===== config.mk =====
export PLATFORM = sky130hd
export DESIGN_NAME = rst_ctrl_top
export DESIGN_NICKNAME = d
export VERILOG_FILES = /design/src/rtl/rstc_pkg.sv /design/src/rtl/rstc_sync2.sv /design/src/rtl/rstc_stretch.sv /design/src/rtl/rstc_cause.sv /design/src/rtl/rstc_stab.sv /design/src/rtl/rst_ctrl_top.sv
export SDC_FILE = /design/constraint.sdc
export NUM_CORES = 1
export LEC_CHECK = 0
export CAP_MARGIN = 20
export CELL_PAD_IN_SITES_DETAIL_PLACEMENT = 1
export CELL_PAD_IN_SITES_GLOBAL_PLACEMENT = 1
export CORE_AREA = 2 2 67 44
export CTS_CLUSTER_SIZE = 16
export DETAILED_ROUTE_END_ITERATION = 10
export DIE_AREA = 0 0 69 46
export DONT_BUFFER_PORTS = 1
export MAX_ROUTING_LAYER = met4
export PLACE_DENSITY = 0.79
export SYNTH_ARGS = -nofsm -noshare
export SYNTH_HDL_FRONTEND = slang
export SYNTH_SLANG_ARGS = --single-unit

===== constraint.sdc =====
create_clock -name clk_int -period 1.6 [get_ports clk_int]
set_input_delay 0 -clock clk_int [delete_from_list [all_inputs] [get_ports clk_int]]
set_output_delay 0 -clock clk_int [all_outputs]
set_load 0.005 [all_outputs]

===== src/rtl/rstc_pkg.sv =====
package rstc_pkg;

  localparam int FLAG_W  = 3;
  localparam int FLG_WDT = 0;
  localparam int FLG_CLK = 1;
  localparam int FLG_LVD = 2;

  // Sources that the detector-configuration reset must not follow.
  localparam logic [FLAG_W-1:0] CFG_SPARE_MASK = 3'b100;

  typedef enum logic {
    ST_WAIT = 1'b0,
    ST_RUN  = 1'b1
  } stab_e;

  // Place each internal source at its cause-flag position.
  function automatic logic [FLAG_W-1:0] src_vector(input logic wdt,
                                                   input logic clm,
                                                   input logic lvd);
    logic [FLAG_W-1:0] v;
    v          = '0;
    v[FLG_WDT] = wdt;
    v[FLG_CLK] = clm;
    v[FLG_LVD] = lvd;
    return v;
  endfunction

  // Write-one-to-clear, with hardware set taking priority.
  function automatic logic [FLAG_W-1:0] flags_next(input logic [FLAG_W-1:0] cur,
                                                   input logic [FLAG_W-1:0] set,
                                                   input logic [FLAG_W-1:0] clr);
    return (cur & ~clr) | set;
  endfunction

endpackage


===== src/rtl/rstc_sync2.sv =====
module rstc_sync2 #(
  parameter int STAGES = 2
) (
  input  logic clk,
  input  logic arst_n,
  output logic released
);
  logic [STAGES-1:0] sh_q;

  generate
    if (STAGES == 1) begin : g_one
      always_ff @(posedge clk or negedge arst_n) begin
        if (!arst_n) sh_q <= '0;
        else         sh_q <= 1'b1;
      end
    end else begin : g_chain
      always_ff @(posedge clk or negedge arst_n) begin
        if (!arst_n) sh_q <= '0;
        else         sh_q <= {sh_q[STAGES-2:0], 1'b1};
      end
    end
  endgenerate

  assign released = sh_q[STAGES-1];
endmodule


===== src/rtl/rstc_stretch.sv =====
module rstc_stretch #(
  parameter int HOLD = 4
) (
  input  logic clk,
  input  logic arst_n,
  input  logic req,
  output logic rst_n_o
);
  localparam int CW = $clog2(HOLD + 1);
  localparam logic [CW-1:0] HOLD_V = CW'(HOLD);
  localparam logic [CW-1:0] ONE_V  = CW'(1);

  logic [CW-1:0] cnt_q;
  logic          act_q;
  logic          keep;

  // Stay asserted while requested or while more than one hold cycle remains.
  assign keep = req || (cnt_q > ONE_V);

  always_ff @(posedge clk or negedge arst_n) begin
    if (!arst_n) begin
      cnt_q <= HOLD_V;
      act_q <= 1'b1;
    end else begin
      act_q <= keep;
      if (req)                cnt_q <= HOLD_V;
      else if (cnt_q != '0)   cnt_q <= cnt_q - ONE_V;
    end
  end

  assign rst_n_o = ~act_q;
endmodule


===== src/rtl/rstc_cause.sv =====
module rstc_cause
  import rstc_pkg::*;
(
  input  logic              clk,
  input  logic              arst_n,
  input  logic [FLAG_W-1:0] set_vec,
  input  logic              wr,
  input  logic [FLAG_W-1:0] wmask,
  output logic [FLAG_W-1:0] flags
);
  logic [FLAG_W-1:0] flags_q;
  logic [FLAG_W-1:0] clr_vec;

  assign clr_vec = wr ? wmask : '0;

  always_ff @(posedge clk or negedge arst_n) begin
    if (!arst_n) flags_q <= '0;
    else         flags_q <= flags_next(flags_q, set_vec, clr_vec);
  end

  assign flags = flags_q;
endmodule


===== src/rtl/rstc_stab.sv =====
module rstc_stab
  import rstc_pkg::*;
#(
  parameter int STAB_CYCLES = 256
) (
  input  logic clk,
  input  logic arst_n,
  input  logic rst_act,
  input  logic wdt_ovf,
  input  logic lvd_trip,
  output logic ready_o,
  output logic emerg_o,
  output logic win_wdt_o
);
  localparam int SW = $clog2(STAB_CYCLES + 1);
  localparam logic [SW-1:0] LAST_V = SW'(STAB_CYCLES - 1);
  localparam logic [SW-1:0] ONE_V  = SW'(1);

  stab_e         st_q;
  logic [SW-1:0] scnt_q;
  logic          emerg_q;
  logic          in_win;

  assign in_win    = (st_q == ST_WAIT) && !rst_act;
  assign win_wdt_o = in_win && wdt_ovf;

  always_ff @(posedge clk or negedge arst_n) begin
    if (!arst_n) begin
      st_q   <= ST_WAIT;
      scnt_q <= '0;
    end else if (rst_act) begin
      st_q   <= ST_WAIT;
      scnt_q <= '0;
    end else if (st_q == ST_WAIT) begin
      scnt_q <= scnt_q + ONE_V;
      if (scnt_q == LAST_V) st_q <= ST_RUN;
    end
  end

  always_ff @(posedge clk or negedge arst_n) begin
    if (!arst_n)        emerg_q <= 1'b0;
    else if (lvd_trip)  emerg_q <= 1'b0;
    else if (win_wdt_o) emerg_q <= 1'b1;
  end

  assign ready_o = (st_q == ST_RUN) && !rst_act;
  assign emerg_o = emerg_q;
endmodule


===== src/rtl/rst_ctrl_top.sv =====
module rst_ctrl_top
  import rstc_pkg::*;
#(
  parameter int SYNC_STAGES = 2,
  parameter int HOLD_CYCLES = 4,
  parameter int STAB_CYCLES = 256
) (
  input  logic              clk_int,
  input  logic              ext_rst_n,
  input  logic              wdt_ovf,
  input  logic              clkmon_stop,
  input  logic              lvd_trip,
  input  logic              reg_wr,
  input  logic [FLAG_W-1:0] reg_wdata,
  output logic [FLAG_W-1:0] reg_rdata,
  output logic              sys_rst_n,
  output logic              lvd_cfg_rst_n,
  output logic              clk_ready,
  output logic              emerg_mode,
  output logic              cpu_clk_int,
  output logic              periph_lock
);
  localparam int N_DOM = 2;

  logic              ext_rel;
  logic              ext_req;
  logic [FLAG_W-1:0] src_vec;
  logic [N_DOM-1:0]  dom_req;
  logic [N_DOM-1:0]  dom_rst_n;
  logic              win_wdt;
  logic              emerg;

  rstc_sync2 #(.STAGES(SYNC_STAGES)) u_sync (
    .clk      (clk_int),
    .arst_n   (ext_rst_n),
    .released (ext_rel)
  );

  assign ext_req = ~ext_rel;
  assign src_vec = src_vector(wdt_ovf, clkmon_stop, lvd_trip);

  // Domain 0: system reset; domain 1: detector configuration reset.
  assign dom_req[0] = ext_req | (|src_vec);
  assign dom_req[1] = ext_req | (|(src_vec & ~CFG_SPARE_MASK));

  for (genvar g = 0; g < N_DOM; g++) begin : g_dom
    rstc_stretch #(.HOLD(HOLD_CYCLES)) u_str (
      .clk     (clk_int),
      .arst_n  (ext_rst_n),
      .req     (dom_req[g]),
      .rst_n_o (dom_rst_n[g])
    );
  end

  rstc_cause u_cause (
    .clk     (clk_int),
    .arst_n  (ext_rst_n),
    .set_vec (src_vec),
    .wr      (reg_wr),
    .wmask   (reg_wdata),
    .flags   (reg_rdata)
  );

  rstc_stab #(.STAB_CYCLES(STAB_CYCLES)) u_stab (
    .clk       (clk_int),
    .arst_n    (ext_rst_n),
    .rst_act   (~dom_rst_n[0]),
    .wdt_ovf   (wdt_ovf),
    .lvd_trip  (lvd_trip),
    .ready_o   (clk_ready),
    .emerg_o   (emerg),
    .win_wdt_o (win_wdt)
  );

  assign sys_rst_n     = dom_rst_n[0];
  assign lvd_cfg_rst_n = dom_rst_n[1];
  assign emerg_mode    = emerg;
  assign cpu_clk_int   = emerg;
  assign periph_lock   = emerg;
endmodule


==> metrics.txt, run 1 <==
Worst-path clk slew=80 ps; Hold Crit Class=input pin to flip-flop; post-route ant nets=0; Post-synth EDFFs=0; max-slew violations=0; CTS tree=yes; Post-Synthesis Cells=112; Worst Path Arrival=around 1600 ps; Startpoint Class=flip-flop; DR vias=about 810; final setup fails=0; Post-layout nets=139; CP Capture Type=flip-flop; drt wl/cell=16.1 µm; Layout Area Growth over Synthesis=16.8%; WL final=around 2500 µm; largest net degree at the start of global routing=25; CTS Buf Count=3; root buffer cell=clkbuf_8; port bufs=0; global route overflow=0; Sum Neg Setup Slack=0 ps; via/cell ratio=5.20; CTS Sinks=24; skew final=just over 5 ps; Post-synth ARST share=100%; core area=0.00263 mm²; max-cap violations=0; first drt pass iteration count=2; H-tree Lvls=1; Sequential Area=606 µm²; Fmax=715 MHz; r2r startpoint=u_stab.scnt_q[0]; row count=15; first-pass GRT wire length=between 4000 and 5000 µm; Post-DP HPWL=1670 µm; GRT Resource Usage Total=between 10% and 20%; Multi-input gate area=469 µm²; die area=~0.0032 mm²; WHS=slightly below 90 ps; antenna cell count=0; io pins=18; share of cells above drive strength 1=a little under a tenth; crit path max fanout=4; Die W=69 µm; area leader, netlist=dfrtp_1; initial antenna violation count=0; postcts setup bufs=0; initial DRC count=21; mapped cell area=0.00114 mm²; drc violations=0; Final Critical Period=roughly 1400 ps; Netlist cell types=31; status=finished, final reports clean; crit share post-route=87.4%; gpl congestion=0.774; RSZ-0062 raised after global routing=no; Final Hold Viols=0; Synth Register Bits=24; Yosys top cell area share=43.7%; Most used DFF post-synth=dfrtp_1; sequential area share after synthesis=between 50% and 60%; vias in the first global route=830; insertion delay to the later sink of the worst-skew pair=between 200 and 300 ps; WS Path Type=flip-flop to flip-flop; die height=46 µm; Clock Path Buffers=2; fillers=300; hold_sp=wdt_ovf; Max rail drop VDD=between 400 and 500 µV; CP required=~1800 ps; crit path from=u_stab.scnt_q[0]; Net Count, Synth=about 130; Leak Pwr=0.590 nW; Initial Util=a little over two fifths; Syn Area/Cell=10.2 µm²; Synth Warn #=0; main area contributors after synthesis=dfrtp_1, dfstp_2, ha_1; Power Dens Cells=923 mW/mm²
-- repair_timing --
action	in CTS	in global routing
hold buffers	9	0
hold endpoints to repair	32	0
resized for setup	0	0
-- critical path, stage by stage, from the launching register on --
cell     delay (ps)
dfrtp_1         410
ha_1            250
nand3_1          90
nor2_1           50
ha_1            280
nor2_1           40
a21oi_1         110
nor2_1           60
-- cell usage after synthesis (2+ instances only) --
cell and n:
a21o_1 3, a21oi_1 5, a31oi_1 2, buf_2 2, buf_4 2, dfrtp_1 20
dfstp_2 4, ha_1 8, inv_1 11, nand2_1 6, nand2b_1 2, nand3_1 2
nand4b_1 2, nor2_1 18, o211ai_1 2, o21ai_0 2, or3_1 3, xnor2_1 3
xor2_1 3
-- per-layer routing --
layer	up-vias	share of wire, %	global-route usage (%)
met3	6	2.0	4.65
li1	384	-	-
met1	409	44	18.7
met5	-	0	-
met2	7	52	32.1
met4	0	2.2	9.02
-- area by class of cell --
class	count	area share [%]
Sequential cell	24	45.3
Timing Repair Buffer	10	8.04
Multi-Input combinational cell	72	35.1
Inverter	11	3.09
Clock inverter	1	2.25
Tap cell	34	3.18
Clock buffer	3	3.09
-- placed cells by master, fill, tap and decap left out, types with 2 or more instances in the layout --
cell type,count
a21o_1,3
a21oi_1,5
a31oi_1,2
clkbuf_8,3
dfrtp_1,20
dfstp_2,4
dlygate4sd3_1,8
ha_1,8
inv_1,11
nand2_1,6
nand2b_1,2
nand3_1,2
nand4b_1,2
nor2_1,18
o211ai_1,2
o21ai_0,2
or3_1,3
xnor2_1,3
xor2_1,3
-- flip-flops by register name, indices dropped and copies added (netlist names) --
| register | flops |
|---|---|
| g_dom.u_str.act_q | 2 |
| u_cause.flags | 3 |
| u_stab.emerg_o | 1 |
| u_stab.scnt_q | 9 |
| u_sync.sh_q | 2 |
| g_dom.u_str.cnt_q | 6 |
| u_stab.st_q | 1 |
-- power by group --
group	switching (mW)	leakage (nW)	internal, mW
clock	0.191	0.0357	0.334
combinational	0.0418	0.250	0.0358
sequential	0.0103	0.304	0.621
-- worst paths after layout --
check                                                to  cells after the start  slack (ps)
worst min-delay path            g_dom[0].u_str.cnt_q[1]                      2          90
min in group asynchronous              u_stab.scnt_q[7]                      2         180
max in group asynchronous          g_dom[1].u_str.act_q                      2        1190
worst max register to register         u_stab.scnt_q[8]                      7         200
worst min register to register           u_sync.sh_q[1]                      0         400
worst max-delay path                   u_stab.scnt_q[8]                      7         200
-- logic make-up (layout without fill, tap and decap cells) --
kind of cell,Yosys count,in the layout,synth area share [%]
compound gates,18,18,10.5
simple gates,38,38,16.0
mux,1,1,0.874
buf+inv,16,25,6.12
flops,24,24,52.9
other cells,1,1,0.328
xor+xnor,6,6,4.59
fa+ha+maj,8,8,8.74
-- metrics by stage --
stage               cell area (µm²)  setup slack, ps  total power [mW]  utilization, %  cells
finish                         1340              201              1.23            50.9    155
global route                   1340              111              1.28            50.9    155
CTS                            1340              206              1.25            50.9    155
detailed placement             1170              225             0.682            44.4    142
global placement               1170              278             0.677            44.4    142
floorplan                      1140              303             0.672               -    112
Power figures use the tool's default switching activity.
==> inputs of run 2 (changes only) <==
==> constraint.sdc (replaced) <==
create_clock -name clk_int -period 1.6 [get_ports clk_int]
set_input_delay 0.32 -clock clk_int [delete_from_list [all_inputs] [get_ports clk_int]]
set_output_delay 0.32 -clock clk_int [all_outputs]
set_load 0.005 [all_outputs]
==> run 2 against run 1 <==
Non-clock buffer count decreased by 7. Combinational power down 25%. Sequential cell count unchanged. Power is 1.4% lower.
==> metrics.txt, run 2 (same netlist as run 1, synthesis figures left out) <==
CP max stage delay=410 ps (about the same); insertion delay to the later sink of the worst-skew pair=270 ps (about the same); skew final=5.54 ps (+0.392 ps); met2 WL=1140 µm (-12%); Final Hold Viols=0 (unchanged); met1 wire length=1040 µm (-4.1%); first drt pass iteration count=4 (+2); R2R Path End=u_stab.scnt_q[8]; die area=0.00317 mm² (unchanged); H-tree Lvls=1 (unchanged); commonest non-fill, non-tap cells in the layout=dfrtp_1, nor2_1, inv_1, ha_1, nand2_1; Largest Register=u_stab.scnt_q; WS Path Type=flip-flop to flip-flop; core area=0.00263 mm² (unchanged); max-cap violations=0 (unchanged); initial antenna violation count=0 (unchanged); Startpoint Class=flip-flop; Post-layout nets=132 (-5.0%); max reg flops=9 (unchanged); gpl congestion=0.774 (unchanged); vias in the first global route=792 (-4.6%); DR vias=758 (-6.0%); R2R Setup Slk=210 ps (about the same); port bufs=0 (unchanged); CP required=1750 ps (about the same); antenna cell count=0 (unchanged); drt wl/cell=15.2 µm (-5.3%); GRT Resource Usage Total=16.4% (-1.4 points); Initial Util=43.6% (unchanged); met3 routed WL=48 µm (-2.0%); Layout Area Growth over Synthesis=10.7%; first-pass GRT wire length=3730 µm (-7.0%); most common cell after layout, fill and taps aside=dfrtp_1; final setup fails=0 (unchanged); critical path's slowest cell=dfrtp_1; Post-DP HPWL=1670 µm (unchanged); Fmax=720 MHz (+0.74%); hold path depth=1 (-1); CP Capture Type=flip-flop; post-CTS resize count=0 (unchanged); post-route ant nets=0 (unchanged); drc violations=0 (unchanged); hold_sp=lvd_trip; Pwr Total=1.22 mW (-1.4%); CTS Sinks=24 (unchanged); io pins=18 (unchanged); Die W=69 µm (unchanged); postcts setup bufs=0 (unchanged); Worst-path clk slew=90 ps (about the same); Leak Pwr=0.564 nW (-4.4%); fillers=300 (unchanged); row count=15 (unchanged); Clock Path Buffers=2 (unchanged); global route overflow=0 (unchanged); initial DRC count=21 (unchanged); Top cell by count, worst path=nor2_1; share of cells above drive strength 1=9.65% (+0.56 points); r2r startpoint=u_stab.scnt_q[0]; Largest delay share family, worst path=adder cells; top layer in use=met4; crit share post-route=86.8% (-0.64 points); CTS tree=yes; Power Dens Cells=960 mW/mm² (+4.1%); hold endpoint=g_dom[0].u_str.cnt_q[1]; crit path max fanout=4 (unchanged); CTS Buf Count=3 (unchanged); max-slew violations=0 (unchanged); Levels on crit path=7 (unchanged); CP Cell Sequence=ha_1, nand3_1, nor2_1, ha_1, nor2_1, a21oi_1, nor2_1; Final Critical Period=1390 ps (-10.2 ps); Max rail drop VDD=476 µV (+1.0%); reg2reg path depth=7 (unchanged); Sum Neg Setup Slack=0 ps (unchanged); Worst Path Arrival=1540 ps (about the same); Hold Crit Class=input pin to flip-flop; status=finished, final reports clean; via/cell ratio=5.12 (-1.5%); die height=46 µm (unchanged); largest net degree at the start of global routing=25 (unchanged); WL final=2250 µm (-9.6%); root buffer cell=clkbuf_8; RSZ-0062 raised after global routing=no; CP Buf/Inv Count=0 (unchanged)
run 2: cell count changes in the layout (fill, tap and decap cells not counted):
cell and change:
dlygate4sd3_1 -7
run 2: per-stage QoR:
step | hold WS (ps) | setup slack [ps] | instance area (µm²) | std cells | utilization, %
global placement | 24.9 | 278 | 1170 | 142 | 44.4
detailed placement | 24.9 | 225 | 1170 | 142 | 44.4
finish | 106 | 211 | 1270 | 148 | 48.2
floorplan | 24.4 | 303 | 1140 | 112 | -
CTS | 101 | 206 | 1270 | 148 | 48.2
global route | 90.6 | 112 | 1270 | 148 | 48.2
run 2: report_power, final:
group / switching (mW) / internal [mW] / leakage (nW)
combinational: 0.0344 / 0.0241 / 0.224
sequential: 0.00973 / 0.621 / 0.304
clock: 0.193 / 0.334 / 0.0357
total: 0.237 / 0.980 / 0.564
run 2: repair_timing:
item,4_1_cts,5_1_grt
hold buffers,2,0
setup endpoints to repair,0,0
hold endpoints to repair,24,0
run 2: worst max-delay path by stage:
stage,from,endpoint
after floorplan,u_stab.scnt_q[0],u_stab.scnt_q[8]
after global placement,u_stab.scnt_q[0],u_stab.scnt_q[8]
after detailed placement,u_stab.scnt_q[0],u_stab.scnt_q[8]
after CTS,u_stab.scnt_q[0],u_stab.scnt_q[8]
after global routing,u_stab.scnt_q[0],u_stab.scnt_q[8]
final,u_stab.scnt_q[0],u_stab.scnt_q[8]
run 2: cell type report:
cell class	count	area (µm²)	share of cell area [%]
Tap cell	34	42.5	3.36
Multi-Input combinational cell	72	469	37.0
Inverter	11	41.3	3.26
Clock buffer	3	41.3	3.26
Sequential cell	24	606	47.8
Timing Repair Buffer	3	37.5	2.96
Clock inverter	1	30.0	2.37
run 2: per-layer routing:
metal	vias up	track usage (%)
met2	6	29.6
met1	379	17.7
met4	0	6.67
met5	-	-
met3	2	4.42
li1	371	-
==> inputs of run 3 (changes only) <==
--- a/config.mk
+++ b/config.mk
@@ -8,13 +8,13 @@
 export CAP_MARGIN = 20
 export CELL_PAD_IN_SITES_DETAIL_PLACEMENT = 1
 export CELL_PAD_IN_SITES_GLOBAL_PLACEMENT = 1
-export CORE_AREA = 2 2 67 44
+export CORE_AREA = 2 2 51 57
 export CTS_CLUSTER_SIZE = 16
 export DETAILED_ROUTE_END_ITERATION = 10
-export DIE_AREA = 0 0 69 46
+export DIE_AREA = 0 0 53 59
 export DONT_BUFFER_PORTS = 1
 export MAX_ROUTING_LAYER = met4
-export PLACE_DENSITY = 0.79
+export PLACE_DENSITY = 0.78
 export SYNTH_ARGS = -nofsm -noshare
 export SYNTH_HDL_FRONTEND = slang
 export SYNTH_SLANG_ARGS = --single-unit
==> run 3 against run 2 <==
Register-to-register slack got worse by 30 ps. Clock skew grew 5.6 ps. Via count is 1.5% higher. Clock power is 18% lower. Power down 7.4%. Maximum frequency shrank 3.9%. Utilization grew 1.9 points. Hold slack got worse by 61 ps.
==> metrics.txt, run 3 (same netlist as run 1, synthesis figures left out) <==
Final Hold Viols=0 (unchanged); post-route ant nets=0 (unchanged); first-pass GRT wire length=3860 µm (+3.5%); CP max stage delay=690 ps (+280 ps); RSZ-0062 raised after global routing=no; global route overflow=0 (unchanged); H-tree Lvls=1 (unchanged); Die W=53 µm (-23%); first drt pass iteration count=2 (-2); Startpoint Class=flip-flop; crit path max fanout=12 (+8); CTS Buf Count=3 (unchanged); initial antenna violation count=0 (unchanged); largest net degree at the start of global routing=25 (unchanged); CP Buf/Inv Count=1 (+1); Post-DP HPWL=1680 µm (+0.38%); Post-layout nets=132 (unchanged); commonest non-fill, non-tap cells in the layout=dfrtp_1, nor2_1, inv_1, ha_1, nand2_1; most common cell after layout, fill and taps aside=dfrtp_1; Sequential Area=606 µm² (unchanged); insertion delay to the later sink of the worst-skew pair=320 ps (+50 ps); Initial Util=45.9% (+2.3 points); die area=0.00313 mm² (-1.5%); vias in the first global route=840 (+6.1%); share of cells above drive strength 1=9.65% (unchanged); initial DRC count=7 (-67%); port bufs=0 (unchanged); antenna cell count=0 (unchanged); fillers=284 (-5.3%); io pins=18 (unchanged); post-CTS resize count=0 (unchanged); core area=0.00250 mm² (-5.0%); max-slew violations=0 (unchanged); Final Critical Period=1450 ps (+57.0 ps); Fmax=692 MHz (-3.9%); Largest delay share family, worst path=flip-flops; CTS tree=yes; skew final=11.1 ps (+5.60 ps); Multi-input gate area=469 µm² (unchanged); max reg flops=9 (unchanged); CP Cell Sequence=inv_1; Leak Pwr=0.559 nW (-0.80%); status=finished, final reports clean; Max rail drop VDD=613 µV (+29%); critical path's slowest cell=dfstp_2; max-cap violations=0 (unchanged); drc violations=0 (unchanged); WS Path Type=flip-flop to output port; via/cell ratio=5.30 (+3.6%); CP required=1280 ps (-470 ps); root buffer cell=clkbuf_4; Sum Neg Setup Slack=0 ps (unchanged); Worst Path Arrival=1130 ps (-410 ps); postcts setup bufs=0 (unchanged); CP Capture Type=output port; final setup fails=0 (unchanged); DR vias=769 (+1.5%); Worst-path clk slew=140 ps (+50 ps); drt wl/cell=15.6 µm (+2.6%); Largest Register=u_stab.scnt_q; die height=59 µm (+28%); row count=19 (+4); Clock Path Buffers=2 (unchanged); Layout Area Growth over Synthesis=9.40%; WL final=2260 µm (+0.53%); GRT Resource Usage Total=17.7% (+1.3 points); crit share post-route=90.4% (+3.6 points); CTS Sinks=24 (unchanged); WHS=45.0 ps (-60.7 ps); Power Dens Cells=900 mW/mm² (-6.3%); gpl congestion=0.691 (-11%); Hold Crit Class=input pin to flip-flop
==> run 3: timing repair <==
item,in CTS,in global routing
hold buffers,1,0
endpoints found under the setup margin,0,0
endpoints found under the hold margin,24,0
==> run 3: final timing paths <==
path	slack (ps)	from	endpoint	depth (start not counted)
max reg2reg	180	g_dom[0].u_str.cnt_q[0]	g_dom[0].u_str.cnt_q[1]	5
max in group asynchronous	760	ext_rst_n	g_dom[1].u_str.act_q	2
max	150	g_dom[0].u_str.act_q	sys_rst_n	1
min	50	lvd_trip	u_stab.emerg_o	1
min reg2reg	360	u_sync.sh_q[0]	u_sync.sh_q[1]	0
min in group asynchronous	340	ext_rst_n	g_dom[0].u_str.cnt_q[1]	1
==> run 3: cell type report <==
| type | instances | area share [%] |
|---|---|---|
| sequential | 24 | 48.4 |
| multi-input combinational | 72 | 37.5 |
| timing repair buffer | 3 | 3.60 |
| inverter | 11 | 3.30 |
| tap | 31 | 3.10 |
| clock inverter | 1 | 2.40 |
| clock buffer | 3 | 1.80 |
==> run 3: per-layer routing <==
metal	vias up	wire [µm]	GRT usage [%]
li1	372	-	-
met1	386	942	21.9
met2	9	1210	28.6
met3	2	96	3.28
met4	0	19	6.59
met5	-	0	-
==> run 3: stage by stage <==
step / total power [mW] / util, % / worst slack [ps] / std cells / instance area (µm²)
after floorplan: 0.672 / - / 303 / 112 / 1140
after global placement: 0.677 / 46.6 / 272 / 139 / 1160
after detailed placement: 0.683 / 46.6 / 198 / 139 / 1160
after CTS: 1.15 / 49.1 / 125 / 144 / 1220
after global routing: 1.19 / 50.2 / 67.2 / 145 / 1250
final: 1.13 / 50.2 / 154 / 145 / 1250
==> run 3: power breakdown <==
group          switching (mW)  internal, mW
clock network           0.182         0.253
registers             0.00887         0.622
logic                  0.0350        0.0261
total                   0.226         0.901
